**src/rtl/stby_pkg.sv**
```systemverilog
package stby_pkg;
  typedef enum logic [1:0] {ST_RUN, ST_HALT, ST_HOLD, ST_WAIT} stby_state_t;

  typedef struct packed {
    logic latchPerm;
    logic loadCnt;
    logic decCnt;
  } stby_strobe_t;

  localparam int EN_DIV  = 0;
  localparam int EN_PA   = 1;
  localparam int EN_PB   = 2;
  localparam int EN_TICK = 3;
  localparam int EN_HOLD = 4;
  localparam int FLAG_W  = 5;
endpackage

```
**src/rtl/stby_datapath.sv**
```systemverilog
module stby_datapath
  import stby_pkg::*;
#(
  parameter int SYNC_STAGES = 2,
  parameter int CNT_W       = 8
) (
  input  logic               clk,
  input  logic               rstN,
  input  stby_strobe_t       stb,
  input  logic               flagWr,
  input  logic [FLAG_W-1:0]  flagData,
  input  logic               divOvf,
  input  logic               tenthTick,
  input  logic               portAIn,
  input  logic               portBIn,
  input  logic               holdLvlIn,
  input  logic [CNT_W-1:0]   startupLen,
  output logic               wakeAny,
  output logic               holdRel,
  output logic               cntZero
);
  localparam int NUM_SYNC = 3;

  logic [FLAG_W-1:0]   flagQ;
  logic                permQ;
  logic [CNT_W-1:0]    cntQ;
  logic [NUM_SYNC-1:0] rawIn;
  logic [NUM_SYNC-1:0] synced;
  logic [1:0]          prevQ;
  logic [1:0]          edgeHit;

  assign rawIn = {holdLvlIn, portBIn, portAIn};

  for (genvar g = 0; g < NUM_SYNC; g++) begin : g_sync
    logic [SYNC_STAGES-1:0] chainQ;
    always_ff @(posedge clk or negedge rstN) begin
      if (!rstN) chainQ <= '0;
      else       chainQ <= {chainQ[SYNC_STAGES-2:0], rawIn[g]};
    end
    assign synced[g] = chainQ[SYNC_STAGES-1];
  end

  always_ff @(posedge clk or negedge rstN) begin
    if (!rstN) prevQ <= '0;
    else       prevQ <= synced[1:0];
  end

  assign edgeHit = synced[1:0] & ~prevQ;

  always_ff @(posedge clk or negedge rstN) begin
    if (!rstN)       flagQ <= '0;
    else if (flagWr) flagQ <= flagData;
  end

  always_ff @(posedge clk or negedge rstN) begin
    if (!rstN)              permQ <= 1'b0;
    else if (stb.latchPerm) permQ <= flagQ[EN_HOLD];
  end

  always_ff @(posedge clk or negedge rstN) begin
    if (!rstN)            cntQ <= '0;
    else if (stb.loadCnt) cntQ <= startupLen;
    else if (stb.decCnt)  cntQ <= cntQ - 1'b1;
  end

  assign wakeAny = (flagQ[EN_DIV]  & divOvf)
                 | (flagQ[EN_PA]   & edgeHit[0])
                 | (flagQ[EN_PB]   & edgeHit[1])
                 | (flagQ[EN_TICK] & tenthTick);
  assign holdRel = permQ & synced[2];
  assign cntZero = (cntQ == '0);
endmodule

```
**src/rtl/stby_control.sv**
```systemverilog
module stby_control
  import stby_pkg::*;
(
  input  logic         clk,
  input  logic         rstN,
  input  logic         haltReq,
  input  logic         holdReq,
  input  logic         wakeAny,
  input  logic         holdRel,
  input  logic         cntZero,
  output stby_strobe_t stb,
  output logic         running,
  output logic         oscStop,
  output logic         wakeEvt
);
  stby_state_t stateQ, stateNx;
  logic        wakeQ, wakeNx;

  always_comb begin
    stateNx = stateQ;
    wakeNx  = 1'b0;
    stb     = '0;
    unique case (stateQ)
      ST_RUN: begin
        if (holdReq) begin
          stateNx       = ST_HOLD;
          stb.latchPerm = 1'b1;
        end else if (haltReq && !wakeAny) begin
          stateNx = ST_HALT;
        end
      end
      ST_HALT: begin
        if (wakeAny) begin
          stateNx = ST_RUN;
          wakeNx  = 1'b1;
        end
      end
      ST_HOLD: begin
        if (holdRel) begin
          stateNx     = ST_WAIT;
          stb.loadCnt = 1'b1;
        end
      end
      ST_WAIT: begin
        if (cntZero) begin
          stateNx = ST_RUN;
          wakeNx  = 1'b1;
        end else begin
          stb.decCnt = 1'b1;
        end
      end
      default: stateNx = ST_RUN;
    endcase
  end

  always_ff @(posedge clk or negedge rstN) begin
    if (!rstN) begin
      stateQ <= ST_RUN;
      wakeQ  <= 1'b0;
    end else begin
      stateQ <= stateNx;
      wakeQ  <= wakeNx;
    end
  end

  assign running = (stateQ == ST_RUN);
  assign oscStop = (stateQ == ST_HOLD);
  assign wakeEvt = wakeQ;


  halt_entry_chk: assert property (@(posedge clk) disable iff (!rstN)
    (stateQ == ST_RUN && haltReq && !holdReq && !wakeAny) |=> (stateQ == ST_HALT));


  halt_cancel_chk: assert property (@(posedge clk) disable iff (!rstN)
    (stateQ == ST_RUN && haltReq && !holdReq && wakeAny) |=> (stateQ == ST_RUN && !wakeEvt));


  hold_entry_chk: assert property (@(posedge clk) disable iff (!rstN)
    (stateQ == ST_RUN && holdReq) |=> oscStop);


  hold_stay_chk: assert property (@(posedge clk) disable iff (!rstN)
    (stateQ == ST_HOLD && !holdRel) |=> (stateQ == ST_HOLD));


  halt_stay_chk: assert property (@(posedge clk) disable iff (!rstN)
    (stateQ == ST_HALT && !wakeAny) |=> (stateQ == ST_HALT));


  wake_origin_chk: assert property (@(posedge clk) disable iff (!rstN)
    wakeEvt |-> ($past(stateQ) == ST_HALT || $past(stateQ) == ST_WAIT));
endmodule

```
**src/rtl/stby_wake_ctrl.sv**
```systemverilog
module stby_wake_ctrl
  import stby_pkg::*;
#(
  parameter int SYNC_STAGES = 2,
  parameter int CNT_W       = 8
) (
  input  logic              clk,
  input  logic              rstN,
  input  logic              haltReq,
  input  logic              holdReq,
  input  logic              flagWr,
  input  logic [4:0]        flagData,
  input  logic              divOvf,
  input  logic              tenthTick,
  input  logic              portAIn,
  input  logic              portBIn,
  input  logic              holdLvlIn,
  input  logic [CNT_W-1:0]  startupLen,
  output logic              running,
  output logic              oscStop,
  output logic              wakeEvt
);
  stby_strobe_t stb;
  logic wakeAny, holdRel, cntZero;

  stby_datapath #(.SYNC_STAGES(SYNC_STAGES), .CNT_W(CNT_W)) u_dp (
    .clk(clk), .rstN(rstN), .stb(stb), .flagWr(flagWr), .flagData(flagData),
    .divOvf(divOvf), .tenthTick(tenthTick), .portAIn(portAIn), .portBIn(portBIn),
    .holdLvlIn(holdLvlIn), .startupLen(startupLen),
    .wakeAny(wakeAny), .holdRel(holdRel), .cntZero(cntZero)
  );

  stby_control u_ctl (
    .clk(clk), .rstN(rstN), .haltReq(haltReq), .holdReq(holdReq),
    .wakeAny(wakeAny), .holdRel(holdRel), .cntZero(cntZero),
    .stb(stb), .running(running), .oscStop(oscStop), .wakeEvt(wakeEvt)
  );
endmodule

```
**config.mk**
```make
export PLATFORM = sky130hd
export DESIGN_NAME = stby_wake_ctrl
export DESIGN_NICKNAME = d
export VERILOG_FILES = /design/src/rtl/stby_pkg.sv /design/src/rtl/stby_datapath.sv /design/src/rtl/stby_control.sv /design/src/rtl/stby_wake_ctrl.sv
export SDC_FILE = /design/constraint.sdc
export NUM_CORES = 1
export LEC_CHECK = 0
export BUFFER_PORTS_ARGS = -buffer_cell sky130_fd_sc_hd__buf_4
export CAP_MARGIN = 20
export CORE_AREA = 2 2 56 58
export DETAILED_ROUTE_END_ITERATION = 12
export DIE_AREA = 0 0 58 60
export SYNTH_ARGS = -nofsm -noshare
export SYNTH_HDL_FRONTEND = slang
export SYNTH_SLANG_ARGS = --single-unit
```
**constraint.sdc**
```tcl
create_clock -name clk -period 2.5 [get_ports clk]
set_input_delay 0.375 -clock clk [delete_from_list [all_inputs] [get_ports clk]]
set_output_delay 0.375 -clock clk [all_outputs]
set_load 0.03 [all_outputs]
```
==> metrics.yaml <==
critical_path:
  r2r-end: "u_dp.cntQ[7]"
  critical_path_class: "reg2reg"
  path_max_fanout: 5
  end_kind: "flip-flop"
  cp_cell_sequence: "or4_1, or3_1, or3_1, a31oi_1"
  crit_buf_inv: 0
  cp.arrival_ns: 2.19
  slowest_delay_ns: 0.55
  rrSetupSlack_ns: 0.57
  worst_r2r_path_depth: 4
  crit_path_top_delay_cell: "or4_1"
  start_kind: "flip-flop"
  cp_common_cell: "or3_1"
  required_ns: 2.76
  worstReg2RegStart: "u_dp.cntQ[3]"
  cp_top_family: "simple AND/OR/NAND/NOR gates"
synthesis:
  synthDistinctLibCells: 29
  synth_nets: 120
  ys_top_cells_by_area: "dfrtp_1, mux2_2, nor2_1"
  synth_cells: 96
  yosysSeqAreaShare: 0.581
  yosys_warnings: 0
  netlist.area_leader.share: 0.581
  synth_seq_cells: 25
  synth_area_um2: 1080
  postSynthAreaPerCell_um2: 11.2
  synth_top_cell_by_area: "dfrtp_1"
timing:
  final.min_clock_period_ns: 1.93
  hold_viol: 0
  period_share: 0.773
  drv_slew: 0
  clock.fmax_ghz: 0.518
  fin_ws_ns: 0.568
  fin_skew_ns: 0.00568
  setup_viol: 0
  worst-slew-pin-transition_ns: 0.559
  rsz0062_at_grt: "no"
  finalSetupTns_ns: 0
  relSlewSlack: 0.627
power_and_ir_drop:
  p_clk_frac: 0.157
  p_sw_frac: 0.373
  power_mw: 1.26
  ir_drop_uv: 499
  p_leak_nw: 0.604
  combPwrFrac: 0.347
  p_switching_uw: 471
  seq_power_share: 0.495
  p_int_uw: 793
  p_per_area_nw_per_um2: 941
clock_tree:
  cts_inserted_buffers: 3
  clkTransAtPathRegs_ns: 0.15
  cts_htree_levels: 1
  cts_root_buffer: "clkbuf_4"
  cts_buffer_depth: 2
  cts_tree: "built"
  clock_sinks: 25
  clock_latency_ns: 0.33
  cts_resized: 0
  post_cts_buffers: 0
detailed_routing:
  ant_nets: 0
  vias_per_cell: 5.03
  drt_wl_total_um: 1930
  dr.pass1.iters: 4
  drc: 0
  vias: 789
  drtIter0Drc: 16
  post_drt_wl_per_cell_um: 12.3
floorplanning:
  die_area_um2: 3480
  coreArea_um2: 2900
  initial_core_util: 0.371
  chipHeight_um: 60
  ioPinCount: 26
  chipWidth_um: 58
  rows: 20
cells_and_area:
  design.final.nets: 149
  nFillCells: 292
  final_common_cell: "buf_4"
  area_delta_synth_final_pct: 24.7
  final_cell_mix: "buf_4, dfrtp_1, nor2_1, nand2_1"
  diodes: 0
  stdcell_count: 157
  drive_above_1_share: 0.298
flow_run:
  drv_cap: 0
place:
  pre_cts_ws_ns: 0.592
  io_buffers: 25
  place_inst: 152
  routabilityCongestion: 0.764
  place.detailed.hpwl_um: 1440
run_status:
  status: "finished clean"
min_path:
  holdCritStartpoint: "holdLvlIn"
  hold_path_depth: 1
  hp-class: "in2reg"
  hold_path_end: "u_dp.g_sync[2].chainQ[0]"
global_route:
  grt_first_pass_wirelength_um: 3170
  grt_pass1_vias: 769
  grtUsageTotal: 0.122
  grt_max_degree: 26
  grt_overflow: 0
  antenna_found_initial: 0
[metrics by stage]
step | hold slack, ns | utilization | instance area, µm²
after floorplan | 0.0794 | - | 1080
after global routing | 0.0920 | 0.463 | 1340
final | 0.135 | 0.463 | 1340
after CTS | 0.124 | 0.463 | 1340
after global placement | 0.297 | 0.449 | 1300
after detailed placement | 0.297 | 0.449 | 1300
[cells by family (layout without fill, tap and decap cells)]
logic type,count (synthesis),count (layout),synth area share
XOR/XNOR,4,4,0.0325
adder cells (fa/ha/maj),1,1,0.0116
flip-flops,25,25,0.581
AND/OR/NAND/NOR,32,32,0.151
multiplexers,8,8,0.0825
AO/OA/AOI/OAI,19,19,0.117
buffers and inverters,7,35,0.0244
[cell type report]
cell class	instances	area, µm²	area share
clock buffers	3	22.5	0.0168
well taps	33	41.3	0.0307
flip-flops and latches	25	626	0.466
multi-input cells	64	425	0.317
clock inverters	1	8.76	0.00652
repair buffers	27	205	0.153
inverters	4	15.0	0.0112
[layer usage]
| metal | routed length [µm] | global-route usage | share of wire | vias to the layer above |
|---|---|---|---|---|
| li1 | - | - | - | 401 |
| met1 | 869 | 0.128 | 0.45 | 364 |
| met2 | 918 | 0.227 | 0.48 | 22 |
| met3 | 128 | 0.0498 | 0.066 | 2 |
| met4 | 12 | 0.0299 | 0.0062 | 0 |
| met5 | 0 | 0 | 0 | - |
[power groups by stage]
stage / combinational [mW] / clock, mW / sequential, mW
6_report: 0.439 / 0.199 / 0.627
5_1_grt: 0.495 / 0.228 / 0.643
4_1_cts: 0.450 / 0.208 / 0.626
3_5_place_dp: 0.446 / 0 / 0.636
3_3_place_gp: 0.434 / 0 / 0.632
2_1_floorplan: 0.345 / 0 / 0.593
[how the worst max path moves through the flow]
stage	start	end	slack (ns)	depth (start not counted)
5_1_grt	u_dp.cntQ[3]	u_dp.cntQ[7]	0.47	4
3_3_place_gp	u_dp.cntQ[3]	u_dp.cntQ[7]	0.64	4
3_5_place_dp	u_dp.cntQ[3]	u_dp.cntQ[7]	0.59	4
4_1_cts	u_dp.cntQ[3]	u_dp.cntQ[7]	0.56	4
6_report	u_dp.cntQ[3]	u_dp.cntQ[7]	0.57	4
2_1_floorplan	u_ctl.stateQ[1]	u_dp.cntQ[4]	0.61	6
[worst register-to-register path, delay by kind of cell (launching register included)]
family           cells  cell delay [ns]
AND/OR/NAND/NOR      3             1.25
flip-flops           1             0.45
AO/OA/AOI/OAI        1             0.17
[repair_timing]
| action | 4_1_cts | 5_1_grt |
|---|---|---|
| hold endpoints to repair | 25 | 0 |
| setup endpoints to repair | 0 | 0 |
| hold buffers | 1 | 0 |
[sequential cells by signal (all words and copies together) (netlist names)]
signal,cells
u_ctl.stateQ,2
u_dp.prevQ,2
u_dp.cntQ,8
u_dp.g_sync.chainQ,6
u_dp.flagQ,5
u_dp.permQ,1
u_ctl.wakeEvt,1
[synthesized netlist by cell type]
cell and count:
a211oi_1 2, o211a_1 1, o31ai_1 1, nand3b_1 1, nor2_1 10, o311ai_0 1
nand2_1 8, a21oi_1 7, o2111ai_1 1, mux2_2 7, xnor2_1 3, or3_1 3
nor3b_1 1, nand4b_1 1, clkbuf_1 3, xor2_1 1, a31oi_1 3, a21o_1 1
dfrtp_1 25, nand3_1 2, ha_1 1, nor2b_1 2, nor4_1 1, o211ai_1 1
or4_1 2, and3b_1 1, inv_1 4, mux2i_1 1, a22oi_1 1
Note: power is estimated with default switching activity, not from simulation.
